### config.mk
export PLATFORM = sky130hd
export DESIGN_NAME = usb_frame_asm
export DESIGN_NICKNAME = d
export VERILOG_FILES = /design/src/rtl/fa_pkg.sv /design/src/rtl/fa_space.sv /design/src/rtl/fa_desc_fifo.sv /design/src/rtl/fa_ctrl.sv /design/src/rtl/usb_frame_asm.sv
export SDC_FILE = /design/constraint.sdc
export NUM_CORES = 1
export LEC_CHECK = 0
export BUFFER_PORTS_ARGS = -buffer_cell sky130_fd_sc_hd__buf_2
export CAP_MARGIN = 25
export CELL_PAD_IN_SITES_DETAIL_PLACEMENT = 2
export CELL_PAD_IN_SITES_GLOBAL_PLACEMENT = 2
export CORE_MARGIN = 8
export CORE_UTILIZATION = 39
export DETAILED_ROUTE_END_ITERATION = 6
export GPL_ROUTABILITY_DRIVEN = 0
export PLACE_DENSITY_LB_ADDON = 0.1
export SYNTH_ARGS = -nofsm -noshare
export SYNTH_HDL_FRONTEND = slang
export SYNTH_SLANG_ARGS = --single-unit
### constraint.sdc
create_clock -name clk -period 10.35 [get_ports clk]
set_input_delay 1.035 -clock clk [delete_from_list [all_inputs] [get_ports clk]]
set_output_delay 1.035 -clock clk [all_outputs]
set_load 0.01 [all_outputs]
### src/rtl/fa_pkg.sv
package fa_pkg;

    // Controller states: wait, store a packet, skip a refused packet, report.
    typedef enum logic [1:0] {
        ST_IDLE = 2'd0,
        ST_RECV = 2'd1,
        ST_DROP = 2'd2,
        ST_DONE = 2'd3
    } fa_state_e;

endpackage

### src/rtl/fa_space.sv
// Free byte counter for the frame buffer.
module fa_space #(
    parameter int BUF_BYTES = 4608,
    parameter int CNT_W     = 13,
    parameter int LEN_W     = 11
) (
    input  logic             clk,
    input  logic             rst_n,
    input  logic             dec,
    input  logic             give_a,
    input  logic [LEN_W-1:0] give_a_len,
    input  logic             give_b,
    input  logic [LEN_W-1:0] give_b_len,
    output logic [CNT_W-1:0] free_cnt
);

    localparam int SUM_W = CNT_W + 2;

    logic [SUM_W-1:0] sum_nx;

    always_comb begin
        sum_nx = SUM_W'(free_cnt);
        if (give_a) sum_nx = sum_nx + SUM_W'(give_a_len);
        if (give_b) sum_nx = sum_nx + SUM_W'(give_b_len);
        if (dec)    sum_nx = sum_nx - SUM_W'(1);
    end

    always_ff @(posedge clk) begin
        if (!rst_n) free_cnt <= CNT_W'(BUF_BYTES);
        else        free_cnt <= CNT_W'(sum_nx);
    end

endmodule

### src/rtl/fa_desc_fifo.sv
// Small FIFO of finished frame descriptors.
module fa_desc_fifo #(
    parameter int W     = 24,
    parameter int DEPTH = 8
) (
    input  logic         clk,
    input  logic         rst_n,
    input  logic         push,
    input  logic [W-1:0] din,
    input  logic         pop,
    output logic [W-1:0] dout,
    output logic         valid,
    output logic         full
);

    localparam int PW = (DEPTH > 1) ? $clog2(DEPTH) : 1;
    localparam int CW = $clog2(DEPTH + 1);

    logic [W-1:0]  slot [DEPTH];
    logic [PW-1:0] wr_p;
    logic [PW-1:0] rd_p;
    logic [CW-1:0] cnt;
    logic          do_push;
    logic          do_pop;

    assign valid   = (cnt != '0);
    assign full    = (cnt == CW'(DEPTH));
    assign do_push = push && !full;
    assign do_pop  = pop && valid;
    assign dout    = slot[rd_p];

    always_ff @(posedge clk) begin
        if (!rst_n) begin
            wr_p <= '0;
            rd_p <= '0;
            cnt  <= '0;
        end else begin
            if (do_push) begin
                slot[wr_p] <= din;
                wr_p <= (wr_p == PW'(DEPTH - 1)) ? '0 : wr_p + 1'b1;
            end
            if (do_pop) rd_p <= (rd_p == PW'(DEPTH - 1)) ? '0 : rd_p + 1'b1;
            case ({do_push, do_pop})
                2'b10:   cnt <= cnt + 1'b1;
                2'b01:   cnt <= cnt - 1'b1;
                default: cnt <= cnt;
            endcase
        end
    end

endmodule

### src/rtl/fa_ctrl.sv
// Packet acceptance and frame assembly state machine.
module fa_ctrl
    import fa_pkg::*;
#(
    parameter int BUF_BYTES = 4608,
    parameter int MAX_FRAME = 1518,
    parameter int FS_MPS    = 64,
    parameter int HS_MPS    = 512,
    parameter int ADDR_W    = 13,
    parameter int LEN_W     = 11,
    parameter int CNT_W     = 13,
    parameter int PC_W      = 10
) (
    input  logic              clk,
    input  logic              rst_n,
    input  logic              hs_mode,
    input  logic              pkt_start,
    input  logic              pkt_end,
    input  logic              in_valid,
    input  logic [7:0]        in_data,
    input  logic [CNT_W-1:0]  free_cnt,
    input  logic              q_full,
    output logic              hs_valid,
    output logic              hs_ack,
    output logic              mem_we,
    output logic [ADDR_W-1:0] mem_addr,
    output logic [7:0]        mem_wdata,
    output logic              push,
    output logic [ADDR_W-1:0] push_addr,
    output logic [LEN_W-1:0]  push_len,
    output logic              discard,
    output logic [LEN_W-1:0]  discard_len
);

    localparam logic [LEN_W-1:0]  FRAME_CAP = LEN_W'(MAX_FRAME);
    localparam logic [ADDR_W-1:0] LAST_ADDR = ADDR_W'(BUF_BYTES - 1);

    fa_state_e         state_q, state_d;
    logic [PC_W-1:0]   mps_q;       // packet size limit latched at start
    logic [PC_W-1:0]   pkt_cnt;     // bytes seen in packet, saturating
    logic [LEN_W-1:0]  frame_cnt;   // bytes written in current frame
    logic              ovf_q;       // frame went past the cap
    logic              acc_q;       // current packet was accepted
    logic [ADDR_W-1:0] wr_ptr;
    logic [ADDR_W-1:0] frame_base;

    logic [CNT_W-1:0]  need;
    logic              room;
    logic              take;
    logic              frame_end;

    assign need = hs_mode ? CNT_W'(HS_MPS) : CNT_W'(FS_MPS);
    assign room = (free_cnt >= need) && !q_full;

    // State register
    always_ff @(posedge clk) begin
        if (!rst_n) state_q <= ST_IDLE;
        else        state_q <= state_d;
    end

    // Next-state logic
    always_comb begin
        state_d = state_q;
        unique case (state_q)
            ST_IDLE: if (pkt_start) state_d = room ? ST_RECV : ST_DROP;
            ST_RECV: if (pkt_end)   state_d = ST_DONE;
            ST_DROP: if (pkt_end)   state_d = ST_DONE;
            ST_DONE: state_d = ST_IDLE;
        endcase
    end

    // Outputs
    always_comb begin
        take        = (state_q == ST_RECV) && in_valid && (pkt_cnt < mps_q);
        mem_we      = take && !ovf_q && (frame_cnt < FRAME_CAP);
        mem_addr    = wr_ptr;
        mem_wdata   = in_data;
        hs_valid    = (state_q == ST_DONE);
        hs_ack      = acc_q;
        frame_end   = (state_q == ST_DONE) && acc_q && (pkt_cnt < mps_q);
        push        = frame_end && !ovf_q && (frame_cnt != '0);
        push_addr   = frame_base;
        push_len    = frame_cnt;
        discard     = frame_end && ovf_q;
        discard_len = frame_cnt;
    end

    // Datapath registers
    always_ff @(posedge clk) begin
        if (!rst_n) begin
            mps_q      <= PC_W'(FS_MPS);
            pkt_cnt    <= '0;
            frame_cnt  <= '0;
            ovf_q      <= 1'b0;
            acc_q      <= 1'b0;
            wr_ptr     <= '0;
            frame_base <= '0;
        end else begin
            if (state_q == ST_IDLE && pkt_start) begin
                mps_q   <= hs_mode ? PC_W'(HS_MPS) : PC_W'(FS_MPS);
                pkt_cnt <= '0;
                acc_q   <= room;
            end
            if (take) begin
                pkt_cnt <= pkt_cnt + 1'b1;
                if (mem_we) begin
                    frame_cnt <= frame_cnt + 1'b1;
                    wr_ptr    <= (wr_ptr == LAST_ADDR) ? '0 : wr_ptr + 1'b1;
                end else begin
                    ovf_q <= 1'b1;
                end
            end
            if (frame_end) begin
                frame_cnt <= '0;
                ovf_q     <= 1'b0;
                if (ovf_q) wr_ptr     <= frame_base;
                else       frame_base <= wr_ptr;
            end
        end
    end

endmodule

### src/rtl/usb_frame_asm.sv
// Top: USB bulk-out packets to Ethernet frames in a circular buffer.
module usb_frame_asm #(
    parameter int BUF_BYTES = 4608,
    parameter int MAX_FRAME = 1518,
    parameter int FS_MPS    = 64,
    parameter int HS_MPS    = 512,
    parameter int Q_DEPTH   = 8,
    parameter int ADDR_W    = $clog2(BUF_BYTES),
    parameter int LEN_W     = $clog2(MAX_FRAME + 1)
) (
    input  logic              clk,
    input  logic              rst_n,
    input  logic              hs_mode,
    input  logic              pkt_start,
    input  logic              pkt_end,
    input  logic              in_valid,
    input  logic [7:0]        in_data,
    output logic              hs_valid,
    output logic              hs_ack,
    output logic              mem_we,
    output logic [ADDR_W-1:0] mem_addr,
    output logic [7:0]        mem_wdata,
    output logic              txq_valid,
    output logic [ADDR_W-1:0] txq_addr,
    output logic [LEN_W-1:0]  txq_len,
    input  logic              txq_pop,
    input  logic              tx_done,
    input  logic [LEN_W-1:0]  tx_done_len
);

    localparam int CNT_W  = $clog2(BUF_BYTES + 1);
    localparam int PC_W   = $clog2(HS_MPS + 1);
    localparam int DESC_W = ADDR_W + LEN_W;

    logic [CNT_W-1:0]  free_cnt;
    logic              q_full;
    logic              push;
    logic [ADDR_W-1:0] push_addr;
    logic [LEN_W-1:0]  push_len;
    logic              discard;
    logic [LEN_W-1:0]  discard_len;
    logic [DESC_W-1:0] q_out;

    fa_ctrl #(
        .BUF_BYTES(BUF_BYTES), .MAX_FRAME(MAX_FRAME),
        .FS_MPS(FS_MPS), .HS_MPS(HS_MPS),
        .ADDR_W(ADDR_W), .LEN_W(LEN_W), .CNT_W(CNT_W), .PC_W(PC_W)
    ) ctrl_i (
        .clk(clk), .rst_n(rst_n), .hs_mode(hs_mode),
        .pkt_start(pkt_start), .pkt_end(pkt_end),
        .in_valid(in_valid), .in_data(in_data),
        .free_cnt(free_cnt), .q_full(q_full),
        .hs_valid(hs_valid), .hs_ack(hs_ack),
        .mem_we(mem_we), .mem_addr(mem_addr), .mem_wdata(mem_wdata),
        .push(push), .push_addr(push_addr), .push_len(push_len),
        .discard(discard), .discard_len(discard_len)
    );

    fa_space #(
        .BUF_BYTES(BUF_BYTES), .CNT_W(CNT_W), .LEN_W(LEN_W)
    ) space_i (
        .clk(clk), .rst_n(rst_n), .dec(mem_we),
        .give_a(discard), .give_a_len(discard_len),
        .give_b(tx_done), .give_b_len(tx_done_len),
        .free_cnt(free_cnt)
    );

    fa_desc_fifo #(
        .W(DESC_W), .DEPTH(Q_DEPTH)
    ) queue_i (
        .clk(clk), .rst_n(rst_n),
        .push(push), .din({push_addr, push_len}),
        .pop(txq_pop), .dout(q_out),
        .valid(txq_valid), .full(q_full)
    );

    assign txq_addr = q_out[DESC_W-1:LEN_W];
    assign txq_len  = q_out[LEN_W-1:0];

endmodule

==> results of run 1 <==
[cells in the mapped netlist, drive strengths merged, types with 5 or more instances]
cell type	number
edfxtp	192
dfxtp	79
nor2	73
a21oi	67
nand2	67
mux4	48
ha	41
mux2	29
xor2	28
inv	27
clkbuf	26
o21ai	23
nand3	22
a211oi	19
buf	19
xnor2	19
a21o	12
and3	11
nor3	11
nand4	10
a31oi	9
nand2b	5
nor4b	5
or3	5
[through the flow]
step | area, um^2 | setup WS, ps | hold slack [ps] | std cells | power (W)
6_report | 13980 | 5760 | 482.6 | 1391 | 0.002631
3_3_place_gp | 12940 | 5575 | 449.6 | 1333 | 0.001545
4_1_cts | 13960 | 5743 | 492.8 | 1390 | 0.002664
5_1_grt | 13980 | 5368 | 505.4 | 1391 | 0.002747
3_5_place_dp | 12950 | 5748 | 480.7 | 1334 | 0.001569
2_1_floorplan | 12230 | 6076 | 429.0 | 907 | 0.001472
[area by class of cell]
class,instances,area [um^2]
well taps,402,503.0
clock inverters,11,127.6
flip-flops and latches,271,7352
repair buffers,71,397.9
fillers,3076,17250
multi-input cells,564,4612
clock buffers,45,888.4
inverters,27,101.3
[how the worst max path moves through the flow]
stage / from / to / slack (ps)
final: ctrl_i.discard_len[0]$_SDFFE_PP0P_ / space_i.free_cnt[12]$_SDFF_PN1_ / 5760
after detailed placement: ctrl_i.discard_len[0]$_SDFFE_PP0P_ / space_i.free_cnt[12]$_SDFF_PN1_ / 5750
after global routing: ctrl_i.discard_len[0]$_SDFFE_PP0P_ / space_i.free_cnt[12]$_SDFF_PN1_ / 5370
after CTS: ctrl_i.discard_len[0]$_SDFFE_PP0P_ / space_i.free_cnt[12]$_SDFF_PN1_ / 5740
after floorplan: ctrl_i.pkt_cnt[6]$_SDFFE_PN0P_ / queue_i.slot[0][0]$_DFFE_PP_ / 6080
after global placement: ctrl_i.pkt_cnt[6]$_SDFFE_PN0P_ / queue_i.slot[2][4]$_DFFE_PP_ / 5580
[routing by layer]
layer / GRT usage / up-vias
met2: 0.3300 / 111
met5: 0 / -
li1: - / 3564
met4: 0.03935 / 0
met3: 0.02662 / 41
met1: 0.2251 / 3955
[kinds of logic (layout without fill, tap and decap cells)]
logic type      Yosys count  after routing  share of synthesized area
compound gates          161            161                    0.08186
xor+xnor                 47             47                    0.03366
fa+ha+maj                44             44                    0.04686
buf+inv                  72            154                    0.02568
flops                   271            271                     0.6008
mux                      81             81                     0.1190
simple gates            231            231                    0.09209
[power breakdown]
group	total, W	switching, W	internal [W]
Clock	0.00109	0.000423	0.000663
Sequential	0.00121	0.0000312	0.00117
Combinational	0.000340	0.000206	0.000134
Total	0.00263	0.000660	0.00197
[worst register-to-register path: stages (launching register included)]
cell      delay [ps]
dfxtp_1          460
ha_1             320
fa_1             440
a21o_1           210
a211oi_1         240
nor3_1            70
a21oi_1          260
inv_1             90
ha_1             360
a41oi_1          280
nand3_1          180
a41o_1           290
xor2_1           150
a211oi_1         510
and4_1           360
a31oi_1           90
nand3b_1         160
[layout by cell type (no fill, tap or decap), drive strengths merged, types with 29 or more instances in the layout]
cell type    n
a21oi       67
buf         71
clkbuf      45
dfxtp       79
edfxtp     192
ha          41
mux2        29
mux4        48
nand2       67
nor2        73
[state kept, by name, summed over array words and instances (netlist names), named ones only]
register,flops
ctrl_i.mps_q,2
queue_i.rd_p,3
queue_i.cnt,4
space_i.free_cnt,13
queue_i.wr_p,3
ctrl_i.pkt_cnt,10
ctrl_i.ovf_q,1
ctrl_i.mem_addr,13
ctrl_i.push_addr,13
ctrl_i.state_q,2
ctrl_i.hs_ack,1
ctrl_i.discard_len,11
queue_i.slot,192
==> metrics.md, run 1 <==
| Metric | Value |
|---|---|
| CTS tree | `done` |
| Final core utilization | `0.4477` |
| Num CTS Buffers | `30` |
| Vias in the first global route | `8,755` |
| Setup TNS | `0 ps` |
| CP Cell Sequence | `ha_1, fa_1, a21o_1, a211oi_1, nor3_1, a21oi_1, inv_1, ha_1, a41oi_1, nand3_1, a41o_1, xor2_1, a211oi_1, and4_1, a31oi_1, nand3b_1` |
| 1st-pass router iterations | `4` |
| Met3 WL | `1120 um` |
| Post_cts resized | `0` |
| Crit share post-route | `0.4435` |
| Flop-to-flop setup slack | `5760 ps` |
| Tmin final | `4590 ps` |
| Antenna-violating nets left | `0` |
| Cell count along the critical path | `16` |
| Final setup vio count | `0` |
| Rows | `65` |
| Worst Max-Slew Pin Slew | `1013 ps` |
| Die footprint | `37,280 um^2` |
| Max Used Layer | `met4` |
| Hold Startpoint | `ctrl_i.pkt_cnt[9]$_SDFFE_PN0P_` |
| Drt drc | `0` |
| Yosys top cell by area | `edfxtp_1` |
| Worst Setup Path Type | `flop to flop` |
| Synth top area share | `0.4715` |
| Worst path slowest cell | `a211oi_1` |
| Sequential share of the synthesized area | `0.6008` |
| Post-Route WL | `32,970 um` |
| CP Max Fanout | `14` |
| Vias | `7,671` |
| Pin count of the biggest net entering global routing | `57` |
| Max-slew violation count | `0` |
| Total setup buffers inserted after CTS | `0` |
| DR iter-0 viols | `337` |
| Yosys synthesis warning count | `0` |
| Post-synth design cell area | `12,230 um^2` |
| Mapped Avg Cell Area | `13.48 um^2` |
| Avg WL per Cell | `23.70 um` |
| Clock root buffer master | `clkbuf_16` |
| Slowest stage delay, CP | `510 ps` |
| Worst endpoint required time | `10,780 ps` |
| Diodes inserted | `0` |
| Power per cell area | `188.2 nW/um^2` |
| RSZ-0062 raised after global routing | `no` |
| Total GRT Usage | `0.1812` |
| FF-to-FF Start | `ctrl_i.discard_len[0]$_SDFFE_PP0P_` |
| Total grt overflow | `0` |
| Worst r2r dst | `space_i.free_cnt[12]$_SDFF_PN1_` |
| Synth cell types | `63` |
| Clock sink count | `271` |
| Syn_nets | `978` |
| Top delay family on crit path | `compound AO/OA/AOI/OAI gates` |
| Met2 wire length | `16,990 um` |
| Worst skew pair latency | `550 ps` |
| Startpoint class of the critical path | `flop` |
| Met1 WL | `14,350 um` |
| Worst Hold End | `ctrl_i.pkt_cnt[9]$_SDFFE_PN0P_` |
| Chip Width | `193.1 um` |
| CTS H-tree lvls | `1` |
| Port Buffers | `59` |
| Via density | `5.515` |
| CP Buf/Inv Count | `1` |
| Dominant register cell in the synthesized netlist | `edfxtp_1` |
| Num ports | `76` |
| Area Growth Syn to Fin | `14.35%` |
| Chip height | `193.1 um` |
| Core area | `31,230 um^2` |
| P_leak | `5.027 nW` |
| Hold_buf cts | `0` |
| First-pass GRT wire length | `51,760 um` |
| Hold crit path type | `flop to flop` |
| Peak supply drop | `0.1289 mV` |
| Post-synth ARST share | `0` |
| Worst slew margin | `0.3228` |
| Final Hold Fails | `0` |
| Hold Path Depth | `1` |
| Arrival time worst endpoint | `5020 ps` |
| Clock transition at path regs | `60 ps` |
| Post-synthesis register bit count | `271` |
| Number of synthesized flops with an enable pin | `192` |
| Initial core utilization | `0.3915` |
| Post-layout nets | `1,036` |
| Clock Skew | `13.26 ps` |
| Status | `completed` |
| Hpwl dp | `22,120 um` |
| Dominant cells by area after synthesis | `edfxtp_1, dfxtp_1, mux4_2` |
| Worst R2R Path Depth | `16` |
| Share of cells above drive strength 1 | `0.2133` |
| Clock Tree Buf Depth | `3` |
| Fmax | `217.9 MHz` |
| Initial antenna violation count | `0` |
| Syn Inst Count | `907` |
| Max-cap violation count | `0` |
| Crit. End Element | `flop` |
No activity file was read; power rests on OpenSTA's default activity.
==> run 2: changes to the inputs <==
clock period = 4.3 ns   (was 10.35 ns; I/O delays follow)
==> run 2 against run 1 <==
Sequential power grew 140%. Non-clock buffer count grew 18. Clock power grew 140%. Setup slack lost 5500 ps. First-iteration DRC count grew 9.8%. Clock-buffer cell count shrank 10.
==> metrics.md, run 2 (same netlist as run 1, synthesis figures left out) <==
| Metric | Value |
|---|---|
| Worst Hold End | `ctrl_i.hs_ack$_SDFFE_PN0P_` |
| Hold_buf cts | `0` |
| Fin cells | `1,407` |
| Antenna-violating nets left | `0` |
| Crit share post-route | `0.9364` |
| Pin count of the biggest net entering global routing | `57` |
| 1st-pass router iterations | `4` |
| Clock Tree Buf Depth | `3` |
| Total grt overflow | `0` |
| Clock transition at path regs | `70 ps` |
| Die footprint | `37,280 um^2` |
| Most common cell after layout, fill and taps aside | `edfxtp_1` |
| Chip Width | `193.1 um` |
| Chip height | `193.1 um` |
| Commonest non-fill, non-tap cells in the layout | `edfxtp_1, dfxtp_1, nand2_1, nor2_1, a21oi_1` |
| Fill count | `3,050` |
| Area of the multi-input gates | `4621 um^2` |
| Hold crit path type | `input pin to flop` |
| Post-Route WL | `33,210 um` |
| Num CTS Buffers | `29` |
| Final Hold Fails | `0` |
| Power per cell area | `448.8 nW/um^2` |
| Worst Max-Slew Pin Slew | `890.4 ps` |
| Rows | `65` |
| CTS tree | `done` |
| Vias | `7,736` |
| Total power | `0.006335 W` |
| Worst endpoint required time | `4710 ps` |
| P_leak | `5.042 nW` |
| Hpwl dp | `22,680 um` |
| Biggest register | `queue_i.slot` |
| Hold Path Depth | `3` |
| Num ports | `76` |
| Avg WL per Cell | `23.60 um` |
| Worst R2R Path Depth | `14` |
| Clock Skew | `22.17 ps` |
| Max-cap violation count | `0` |
| Hold Startpoint | `pkt_start` |
| Share of cells above drive strength 1 | `0.2378` |
| Clock sink count | `271` |
| Crit. End Element | `flop` |
| Core area | `31,230 um^2` |
| Diodes inserted | `0` |
| Area Growth Syn to Fin | `15.45%` |
| First-pass GRT wire length | `51,660 um` |
| Inst Count DP | `1,351` |
| Vias in the first global route | `8,768` |
| CP Max Fanout | `6` |
| Total setup buffers inserted after CTS | `0` |
| Final setup vio count | `0` |
| DR iter-0 viols | `370` |
| Max-slew violation count | `0` |
| Worst slew margin | `0.3911` |
| Via density | `5.498` |
| FF-to-FF Start | `ctrl_i.pkt_cnt[6]$_SDFFE_PN0P_` |
| Initial core utilization | `0.3915` |
| Worst skew pair latency | `550 ps` |
| Setup TNS | `0 ps` |
| Arrival time worst endpoint | `4430 ps` |
| Drt drc | `0` |
| Post-layout nets | `1,053` |
| Worst Setup Path Type | `flop to flop` |
| Clock root buffer master | `clkbuf_16` |
| Port Buffers | `59` |
| Startpoint class of the critical path | `flop` |
| RSZ-0062 raised after global routing | `no` |
| CTS H-tree lvls | `1` |
| Status | `completed` |
| Tmin final | `4027 ps` |
| Worst r2r dst | `space_i.free_cnt[12]$_SDFF_PN1_` |
| Max reg flops | `192` |
| Reg area | `7353 um^2` |
| Fmax | `248.3 MHz` |
| Peak supply drop | `0.3126 mV` |
| Total GRT Usage | `0.1806` |
| Initial antenna violation count | `0` |
| Flop-to-flop setup slack | `270 ps` |
| Post_cts resized | `0` |
-- run 2: worst max-delay path: stages, from the launching register on --
cell      delay, ps
dfxtp_1         350
or4b_4          570
a21boi_2        250
mux2_2          380
ha_1            220
fa_1            440
a21o_1          200
a21oi_1         170
xnor2_1         120
nor3_1          200
a31o_2          170
and4b_1         230
and4_2          280
a31oi_1          90
nand3b_1        200
-- run 2: final cells by class --
type / instances / share of cell area
Inverter: 27 / 0.007179
Multi-Input combinational cell: 564 / 0.3273
Clock inverter: 19 / 0.01400
Timing Repair Buffer: 89 / 0.03917
Clock buffer: 35 / 0.05584
Tap cell: 402 / 0.03563
Sequential cell: 271 / 0.5209
-- run 2: how the worst max path moves through the flow --
stage,from,endpoint,slack [ps]
floorplan,ctrl_i.pkt_cnt[6]$_SDFFE_PN0P_,queue_i.slot[0][0]$_DFFE_PP_,30
global placement,ctrl_i.pkt_cnt[6]$_SDFFE_PN0P_,space_i.free_cnt[11]$_SDFF_PN0_,210
detailed placement,ctrl_i.pkt_cnt[6]$_SDFFE_PN0P_,space_i.free_cnt[12]$_SDFF_PN1_,80
CTS,ctrl_i.pkt_cnt[6]$_SDFFE_PN0P_,space_i.free_cnt[12]$_SDFF_PN1_,40
global route,space_i.free_cnt[0]$_SDFF_PN0_,space_i.free_cnt[11]$_SDFF_PN0_,6
finish,ctrl_i.pkt_cnt[6]$_SDFFE_PN0P_,space_i.free_cnt[12]$_SDFF_PN1_,270
-- run 2: layer usage --
metal | track usage | vias up | share of wire
met5 | 0 | - | 0
met1 | 0.2331 | 4008 | 0.45
met3 | 0.02338 | 43 | 0.032
met4 | 0.03314 | 0 | 0.014
li1 | - | 3592 | -
met2 | 0.3236 | 93 | 0.51
-- run 2: report_power, final --
group	leakage (nW)	internal (W)	switching (W)
Sequential	2.38	0.00283	0.0000635
Clock	0.487	0.00154	0.00105
Combinational	2.17	0.000342	0.000516
-- run 2: per-stage QoR --
stage | cell area, um^2 | setup WS, ps | hold WS [ps] | utilization
final | 14120 | 273.4 | 212.5 | 0.4520
after CTS | 14040 | 44.23 | 201.1 | 0.4496
after floorplan | 12230 | 25.96 | 429.0 | -
after global placement | 13060 | 206.1 | 451.2 | 0.4180
after detailed placement | 13060 | 83.48 | 458.6 | 0.4180
after global routing | 14120 | 6.292 | 209.3 | 0.4520
==> run 3: changes to the inputs <==
MAX_ROUTING_LAYER = met4   (was not set)
==> run 3 against run 2 <==
Largest power group unchanged. Clock skew about the same. Largest cell class unchanged. Utilization unchanged. Critical path type unchanged. Sequential cell count unchanged. Critical endpoint unchanged. Routed wire length up 0.29%. Final cell count unchanged. Global-route usage up 0.54 points. Critical path depth unchanged.
==> metrics.md, run 3 (same netlist as run 1, synthesis figures left out) <==
| Metric | Value |
|---|---|
| Status | `completed` |
| Vias | `7,740` |
| Power per cell area | `448.6 nW/um^2` |
| Worst skew pair latency | `550 ps` |
| Post-layout nets | `1,053` |
| Initial antenna violation count | `0` |
| P_leak | `5.042 nW` |
| RSZ-0062 raised after global routing | `no` |
| Total GRT Usage | `0.1860` |
| Avg WL per Cell | `23.67 um` |
| FF-to-FF Start | `ctrl_i.pkt_cnt[6]$_SDFFE_PN0P_` |
| Clock root buffer master | `clkbuf_16` |
| Worst r2r dst | `space_i.free_cnt[12]$_SDFF_PN1_` |
| Diodes inserted | `0` |
| Worst Setup Path Type | `flop to flop` |
| Worst Max-Slew Pin Slew | `883.2 ps` |
| Final setup margin | `271.0 ps` |
| CTS tree | `done` |
| Final Hold Fails | `0` |
| Die footprint | `37,280 um^2` |
| Core area | `31,230 um^2` |
| CP Max Fanout | `6` |
| Worst R2R Path Depth | `14` |
| Num CTS Buffers | `29` |
| Arrival time worst endpoint | `4430 ps` |
| Clock transition at path regs | `70 ps` |
| Via density | `5.501` |
| Total grt overflow | `0` |
| Vias in the first global route | `8,761` |
| Commonest non-fill, non-tap cells in the layout | `edfxtp_1, dfxtp_1, nand2_1, nor2_1, a21oi_1` |
| Clock sink count | `271` |
| Tmin final | `4029 ps` |
| Max-slew violation count | `0` |
| Place WS | `83.48 ps` |
| Area Growth Syn to Fin | `15.45%` |
| Hpwl dp | `22,680 um` |
| Clock Skew | `22.50 ps` |
| Post-Route WL | `33,300 um` |
| Pin count of the biggest net entering global routing | `57` |
| Most common cell after layout, fill and taps aside | `edfxtp_1` |
| Max-cap violation count | `0` |
| Worst endpoint required time | `4710 ps` |
| Clock Tree Buf Depth | `3` |
| Final setup vio count | `0` |
| Drt drc | `0` |
| Rows | `65` |
| Antenna-violating nets left | `0` |
| DR iter-0 viols | `405` |
| Peak supply drop | `0.3130 mV` |
| First-pass GRT wire length | `51,640 um` |
| Critical path origin | `ctrl_i.pkt_cnt[6]$_SDFFE_PN0P_` |
| Chip Width | `193.1 um` |
| Worst slew margin | `0.3960` |
| Crit. End Element | `flop` |
| Fmax | `248.2 MHz` |
| Share of cells above drive strength 1 | `0.2378` |
| CTS H-tree lvls | `1` |
| Startpoint class of the critical path | `flop` |
| Initial core utilization | `0.3915` |
| Port Buffers | `59` |
| 1st-pass router iterations | `4` |
| Max reg flops | `192` |
| Setup TNS | `0 ps` |
| Crit share post-route | `0.9370` |
| Chip height | `193.1 um` |
| Crit path to | `space_i.free_cnt[12]$_SDFF_PN1_` |
| Flop-to-flop setup slack | `270 ps` |
| Total setup buffers inserted after CTS | `0` |
| Total power | `0.006333 W` |
| Hold crit path type | `input pin to flop` |
| Biggest register | `queue_i.slot` |
| Num ports | `76` |
-- run 3: cell counts in the layout (fill, tap and decap cells not counted) --
Identical to the previous run, type by type.
-- run 3: how the worst min path moves through the flow --
stage | slack, ps | cells after the start | start | end
after floorplan | 430 | 1 | ctrl_i.pkt_cnt[9]$_SDFFE_PN0P_ | ctrl_i.pkt_cnt[9]$_SDFFE_PN0P_
after global placement | 450 | 1 | ctrl_i.pkt_cnt[9]$_SDFFE_PN0P_ | ctrl_i.pkt_cnt[9]$_SDFFE_PN0P_
after detailed placement | 460 | 1 | ctrl_i.pkt_cnt[5]$_SDFFE_PN0P_ | ctrl_i.pkt_cnt[5]$_SDFFE_PN0P_
after CTS | 200 | 3 | pkt_start | ctrl_i.hs_ack$_SDFFE_PN0P_
after global routing | 210 | 3 | pkt_start | ctrl_i.hs_ack$_SDFFE_PN0P_
final | 210 | 3 | pkt_start | ctrl_i.hs_ack$_SDFFE_PN0P_
-- run 3: worst max-delay path, cell delays in order, from the launching register on --
cell and delay, ps:
dfxtp_1 350, or4b_4 570, a21boi_2 250, mux2_2 380, ha_1 220, fa_1 440, a21o_1 200, a21oi_1 170
xnor2_1 120, nor3_1 200, a31o_2 170, and4b_1 230, and4_2 280, a31oi_1 90, nand3b_1 190
-- run 3: layout make-up --
cell class	instances	area, um^2
Inverter	27	101.3
Clock inverter	19	197.7
Multi-Input combinational cell	564	4621
Fill cell	3050	17110
Timing Repair Buffer	89	553.0
Tap cell	402	503.0
Clock buffer	35	788.3
Sequential cell	271	7353
-- run 3: through the flow --
stage	utilization	hold WS (ps)	cell area [um^2]	cells
after floorplan	-	429.0	12230	907
after global placement	0.4180	451.2	13060	1351
after detailed placement	0.4180	458.6	13060	1351
after CTS	0.4496	201.1	14040	1405
after global routing	0.4520	207.4	14120	1407
final	0.4520	214.6	14120	1407
-- run 3: repair_timing --
item	CTS	global route
setup endpoints to repair	0	4
hold buffers	0	0
gates resized for setup	0	8
-- run 3: report_power, final --
group | internal, W | total [W] | switching, W
sequential | 0.00283 | 0.00289 | 0.0000632
combinational | 0.000342 | 0.000857 | 0.000516
clock | 0.00154 | 0.00259 | 0.00105
total | 0.00471 | 0.00633 | 0.00163
-- run 3: routing by layer --
layer  part of all wire  vias up  global-route usage  wire, um
met1               0.45     4013              0.2337     14980
li1                   -     3593                   -         -
met2               0.50       91              0.3235     16790
met3              0.033       43             0.02320      1089
met4              0.013        0             0.03314       435
met5                  0        -                   -         0
